[src/rtl/lct_pkg.sv]
package lct_pkg;
    localparam logic [2:0] OFF_LIMIT    = 3'd0;
    localparam logic [2:0] OFF_COUNT    = 3'd1;
    localparam logic [2:0] OFF_LIMIT_NC = 3'd2;
    localparam logic [2:0] OFF_CTRL     = 3'd3;
    localparam logic [2:0] OFF_CONFIG   = 3'd4;

    typedef enum logic {
        FIRE_IDLE = 1'b0,
        FIRE_HELD = 1'b1
    } fire_e;
endpackage

[src/rtl/lct_core.sv]
module lct_core
    import lct_pkg::*;
#(
    parameter bit IS_GLOBAL = 1'b0,
    parameter int FIELD_LSB = 10,
    parameter int FIELD_W   = 21
) (
    input  logic        clk,
    input  logic        rst_n,
    input  logic        tick,
    input  logic        sel,
    input  logic        wr_en,
    input  logic        rd_en,
    input  logic [2:0]  off,
    input  logic [31:0] wdata,
    output logic [31:0] rd_word,
    output logic        irq
);
    localparam logic [FIELD_W-1:0] ONE     = FIELD_W'(1);
    localparam logic [2:0]         RUN_OFF = IS_GLOBAL ? OFF_CONFIG : OFF_CTRL;

    fire_e              state_q, state_d;
    logic [FIELD_W-1:0] cnt_q, lim_q, cnt_inc;
    logic               run_q;
    logic               wr_lim, wr_run, ack, step, reach;

    assign wr_lim  = sel && wr_en && (off == OFF_LIMIT || off == OFF_LIMIT_NC);
    assign wr_run  = sel && wr_en && (off == RUN_OFF);
    assign ack     = sel && rd_en && (off == OFF_LIMIT);
    assign step    = tick && run_q;
    assign cnt_inc = cnt_q + ONE;
    assign reach   = step && !wr_lim && (lim_q != '0) && (cnt_inc >= lim_q);

    // next-state logic
    always_comb begin
        state_d = state_q;
        unique case (state_q)
            FIRE_IDLE: if (reach)         state_d = FIRE_HELD;
            FIRE_HELD: if (ack && !reach) state_d = FIRE_IDLE;
            default:                      state_d = FIRE_IDLE;
        endcase
    end

    // state register
    always_ff @(posedge clk or negedge rst_n) begin
        if (!rst_n) state_q <= FIRE_IDLE;
        else        state_q <= state_d;
    end

    always_ff @(posedge clk or negedge rst_n) begin
        if (!rst_n) begin
            cnt_q <= ONE;
            lim_q <= '0;
            run_q <= 1'b1;
        end else begin
            if (wr_lim)      lim_q <= wdata[FIELD_LSB +: FIELD_W];
            if (wr_run)      run_q <= wdata[0];
            if (wr_lim)      cnt_q <= ONE;
            else if (reach)  cnt_q <= ONE;
            else if (step)   cnt_q <= cnt_inc;
        end
    end

    // outputs
    always_comb begin
        irq     = (state_q == FIRE_HELD);
        rd_word = '0;
        unique case (off)
            OFF_LIMIT, OFF_LIMIT_NC: rd_word[FIELD_LSB +: FIELD_W] = lim_q;
            OFF_COUNT: begin
                rd_word[FIELD_LSB +: FIELD_W] = cnt_q;
                rd_word[31]                   = (state_q == FIRE_HELD);
            end
            OFF_CTRL:   if (!IS_GLOBAL) rd_word[0] = run_q;
            OFF_CONFIG: if (IS_GLOBAL)  rd_word[0] = run_q;
            default:    rd_word = '0;
        endcase
    end


    fire_set_chk: assert property (@(posedge clk) disable iff (!rst_n)
        reach |=> irq);

    ack_clear_chk: assert property (@(posedge clk) disable iff (!rst_n)
        (ack && !reach) |=> !irq);

    alias_keep_chk: assert property (@(posedge clk) disable iff (!rst_n)
        (sel && wr_en && off == OFF_LIMIT_NC && irq && !ack) |=> irq);

    reload_chk: assert property (@(posedge clk) disable iff (!rst_n)
        wr_lim |=> (cnt_q == ONE));

    free_quiet_chk: assert property (@(posedge clk) disable iff (!rst_n)
        (lim_q == '0 && !irq) |=> !irq);

    frozen_chk: assert property (@(posedge clk) disable iff (!rst_n)
        (!run_q && !wr_lim) |=> $stable(cnt_q));
endmodule

[src/rtl/lct_rdmux.sv]
module lct_rdmux #(
    parameter int N     = 3,
    parameter int IDX_W = 2
) (
    input  logic [N-1:0][31:0] words,
    input  logic [IDX_W-1:0]   idx,
    output logic [31:0]        word
);
    always_comb begin
        word = '0;
        for (int k = 0; k < N; k++) begin
            if (idx == IDX_W'(k)) word = words[k];
        end
    end
endmodule

[src/rtl/lct_timer_bank.sv]
module lct_timer_bank #(
    parameter int NCPU      = 2,
    parameter int FIELD_LSB = 10,
    parameter int FIELD_W   = 21,
    parameter int IDX_W     = $clog2(NCPU + 1),
    parameter int AW        = IDX_W + 3
) (
    input  logic            clk,
    input  logic            rst_n,
    input  logic            tick_1us,
    input  logic            bus_wr,
    input  logic            bus_rd,
    input  logic [AW-1:0]   bus_addr,
    input  logic [31:0]     bus_wdata,
    output logic [31:0]     bus_rdata,
    output logic            irq_lvl10,
    output logic [NCPU-1:0] irq_lvl14
);
    localparam int NINST = NCPU + 1;

    logic [NINST-1:0][31:0] words;
    logic [NINST-1:0]       irqs;
    logic [IDX_W-1:0]       idx;
    logic [2:0]             off;
    logic [31:0]            mux_word;

    assign idx = bus_addr[AW-1:3];
    assign off = bus_addr[2:0];

    for (genvar g = 0; g < NINST; g++) begin : g_inst
        lct_core #(
            .IS_GLOBAL (g == 0),
            .FIELD_LSB (FIELD_LSB),
            .FIELD_W   (FIELD_W)
        ) u_core (
            .clk     (clk),
            .rst_n   (rst_n),
            .tick    (tick_1us),
            .sel     (idx == IDX_W'(g)),
            .wr_en   (bus_wr),
            .rd_en   (bus_rd),
            .off     (off),
            .wdata   (bus_wdata),
            .rd_word (words[g]),
            .irq     (irqs[g])
        );
    end

    lct_rdmux #(.N(NINST), .IDX_W(IDX_W)) u_mux (
        .words (words),
        .idx   (idx),
        .word  (mux_word)
    );

    always_ff @(posedge clk or negedge rst_n) begin
        if (!rst_n)      bus_rdata <= '0;
        else if (bus_rd) bus_rdata <= mux_word;
    end

    assign irq_lvl10 = irqs[0];
    assign irq_lvl14 = irqs[NINST-1:1];


    rdata_hold_chk: assert property (@(posedge clk) disable iff (!rst_n)
        !bus_rd |=> $stable(bus_rdata));
endmodule

[config.mk]
export PLATFORM = sky130hd
export DESIGN_NAME = lct_timer_bank
export DESIGN_NICKNAME = d
export VERILOG_FILES = /design/src/rtl/lct_pkg.sv /design/src/rtl/lct_core.sv /design/src/rtl/lct_rdmux.sv /design/src/rtl/lct_timer_bank.sv
export SDC_FILE = /design/constraint.sdc
export NUM_CORES = 1
export LEC_CHECK = 0
export BUFFER_PORTS_ARGS = -buffer_cell sky130_fd_sc_hd__buf_2
export CORE_ASPECT_RATIO = 1.75
export CORE_MARGIN = 10
export CORE_UTILIZATION = 25
export DETAILED_ROUTE_END_ITERATION = 7
export MAX_ROUTING_LAYER = met4
export PLACE_DENSITY = 0.45
export SYNTH_ARGS = -nofsm -noshare
export SYNTH_HDL_FRONTEND = slang
export SYNTH_SLANG_ARGS = --single-unit
[constraint.sdc]
create_clock -name clk -period 5 [get_ports clk]
set_input_delay 1.5 -clock clk [delete_from_list [all_inputs] [get_ports clk]]
set_output_delay 1.5 -clock clk [all_outputs]
set_load 0.1 [all_outputs]
==> impl_results.md <==
* TritonCTS clock tree: built
* PortBufs at 57
* Post-synth EDFFs at 0
* Worst Clk Skew at 12.9 ps
* Hold buffers post-CTS at 0
* DRC at 0
* CTS Sinks at 155
* Nets at 1173
* Worst slew pin tran at 1030 ps
* Largest net degree at the start of global routing at 87
* First DRT Iteration DRCs at 520
* Final WL at about 37000 microns
* Buf/Inv on CP at 0
* First-pass iteration count of the detailed router at 5
* Cell Area, Synth at 9960 sq um
* Layout Cells excl Fill at 1568
* Post-Place Cells at 1536
* Internal power at roughly 2.6 mW
* Worst EP arrival at 4850 ps
* Setup TNS at 0 ps
* Die width at around 170 microns
* Total setup buffers inserted after CTS at 0
* Worst stage delay on the critical path at 620 ps
* Leak pwr at 5.15 nW
* Crit-path max FO at 17
* Gpl congestion at 0.896
* Cells after Synth at 1023
* Top cell type's share of synthesized area at 0.374
* Seq/Total Area, Yosys at 0.390
* Net Sw Frac at 0.381
* Root Buffer: clkbuf_16
* Area leader, netlist: dfrtp_1
* Combinational share of power at 0.273
* Max Fclk at 222 MHz
* Synth Register Bits at 155
* Number of clock buffers inserted by TritonCTS at 17
* Resize count post-CTS at 0
* Startpoint Class: flip-flop
* Crit-path leading delay family: simple AND/OR/NAND/NOR gates
* Hold Fails Final Rpt at 0
* Max Slew Vio Count at 0
* Period utilization at 0.902
* RSZ-0062 raised after global routing: no
* Vias in the first global route at between 8k and 9k
* Post-DP HPWL at 28100 microns
* Vias per cell at 5.29
* Slowest CP cell: nor4_1
* Initial antenna violation count at 1
* Vias at 8294
* Largest cells by area after synthesis: dfrtp_1 (37%), ha_1 (8.3%), mux2_2 (7.6%), a22o_1 (3.6%), a22oi_1 (3.3%)
* Final setup fails at 0
* CP required at 5340 ps
* ANT nets after route at 0
* Critical path, cell by cell: ha_1 -> nand4_1 -> nor4_1 -> and4_1 -> xor2_1 -> ha_1 -> nand4_1 -> nor4_1 -> nand4_1 -> a31oi_2 -> nor2_2 -> a22o_1
* H-tree levels at 4
* Initial Utilization at 0.254
* Num ports at 77
* Worst-Skew Late Latency at 450 ps
* Switching pwr at 1.62 mW
* Row cnt at 96
* Status: finished clean
* First-pass GRT wire length at 54600 microns
* Peak supply drop at 245 uV
* Layout cells sized above 1 at 0.191
* Synth warn at 0
* Clk network pwr share at 0.321
* Cell Pwr Density at 376 nW/um^2
* Mapped Avg Cell Area at between 9 and 10 sq um
* Routed len/inst at 23.3 microns
* Die Y at about 280 microns
* Longest Clk Path Bufs at 2
* Async SR Flop Fraction at 1.00
* Hold crit path type: flip-flop to flip-flop
* Overflow after GRT at 0
* Crit end category: flip-flop
* Max cap viols at 0
* Minimum clock period at ~4500 ps
* Seq pwr share at 0.407
* Core Footprint at roughly 39000 sq um
* Clock transition at the registers of the reported paths at 70 ps
* Die area at just under 50000 sq um
* Most frequent CP cell: nand4_1
* Syn-to-layout area delta at 13.7%
* Worst slew margin at 0.314
* Tot GR Track Use at 0.156
* Top_reg_cell synth: dfrtp_1
* Count of cell types in the netlist at between 60 and 70
* Setup Crit Path Kind: flip-flop to flip-flop
-- cells in the final DEF, fill, tap and decap left out, types with 13 or more instances in the layout --
cell	instances
a21oi_1	30
a221o_1	19
a22o_1	41
a22oi_1	44
buf_2	56
buf_4	17
clkbuf_16	17
dfrtp_1	149
ha_1	66
inv_1	82
mux2_2	67
nand2_1	85
nand3_1	33
nand4_1	23
nor2_1	43
nor4_1	13
o21ai_0	46
o22ai_1	19
xnor2_1	29
xor2_1	25
-- layout make-up --
type	instances	area (sq um)
diodes	1	2.50
clock buffers	18	439
clock inverters	13	158
fillers	4143	27900
inverters	82	308
multi-input cells	734	5480
flip-flops and latches	155	3890
well taps	490	613
repair buffers	75	439
-- flip-flops by register name, indices dropped and copies added (netlist names) --
register and flops:
bus_rdata 23, g_inst.u_core.cnt_q 63, g_inst.u_core.irq 3, g_inst.u_core.lim_q 63, g_inst.u_core.run_q 3
-- worst register-to-register path, cell delays in order (launching register included) --
cell	delay (ps)
dfstp_2	610
ha_1	300
nand4_1	190
nor4_1	620
and4_1	370
xor2_1	100
ha_1	320
nand4_1	140
nor4_1	410
nand4_1	200
a31oi_2	550
nor2_2	290
a22o_1	300
-- power by group through the flow --
stage          logic, mW  clock network (mW)  registers (mW)
6_report            1.16                1.37            1.73
5_1_grt             1.28                1.44            1.76
4_1_cts             1.17                1.40            1.73
3_5_place_dp        1.16                   0            1.76
3_3_place_gp        1.14                   0            1.75
2_1_floorplan      0.753                   0            1.76
-- cells in the mapped netlist, drive strengths merged, types with 10 or more instances --
cell type,instances
o21ai,47
o22ai,19
buf,30
nor2,47
ha,66
a22oi,44
clkbuf,30
nand3,34
xnor2,29
a22o,43
and3,12
nor4,17
a21oi,30
or2,10
nand4,24
mux2,68
inv,82
nand2,86
dfrtp,149
a221o,20
xor2,25
-- metal layers --
| metal | wire length [microns] | track usage | up-vias |
|---|---|---|---|
| li1 | - | - | 3838 |
| met1 | 13800 | 0.158 | 4164 |
| met2 | 20000 | 0.282 | 218 |
| met3 | 1040 | 0.0194 | 74 |
| met4 | 1750 | 0.0858 | 0 |
| met5 | 0 | - | - |
-- worst paths after layout --
| check | startpoint | end | slack [ps] | cells after the start |
|---|---|---|---|---|
| hold reg to reg | bus_rdata[31]$_DFFE_PN0P_ | bus_rdata[31]$_DFFE_PN0P_ | 500 | 1 |
| setup reg to reg | g_inst[2].u_core.cnt_q[0]$_DFFE_PN1P_ | g_inst[2].u_core.cnt_q[18]$_DFFE_PN0P_ | 490 | 12 |
| setup / recovery | g_inst[2].u_core.cnt_q[0]$_DFFE_PN1P_ | g_inst[2].u_core.cnt_q[18]$_DFFE_PN0P_ | 490 | 12 |
| min in group asynchronous | rst_n | g_inst[1].u_core.cnt_q[2]$_DFFE_PN0P_ | 970 | 1 |
| hold / removal | bus_rdata[31]$_DFFE_PN0P_ | bus_rdata[31]$_DFFE_PN0P_ | 500 | 1 |
| max in group asynchronous | rst_n | g_inst[2].u_core.cnt_q[0]$_DFFE_PN1P_ | 3140 | 2 |
-- cells by family after synthesis --
group / count (synthesis) / synth area share
buf+inv: 142 / 0.0636
simple gates: 280 / 0.150
other cells: 1 / 0.000377
fa+ha+maj: 66 / 0.0829
flops: 155 / 0.390
xor+xnor: 54 / 0.0475
compound gates: 256 / 0.187
mux: 69 / 0.0783
-- through the flow --
stage	instance area, sq um	power (mW)	utilization	hold slack (ps)	setup WS [ps]
global route	11300	4.48	0.288	524	131
CTS	11300	4.30	0.288	506	508
detailed placement	10700	2.92	0.273	489	532
floorplan	9990	2.51	-	484	1120
global placement	10700	2.89	0.273	490	491
finish	11300	4.26	0.288	498	488
Note: power is estimated with default switching activity, not from simulation.
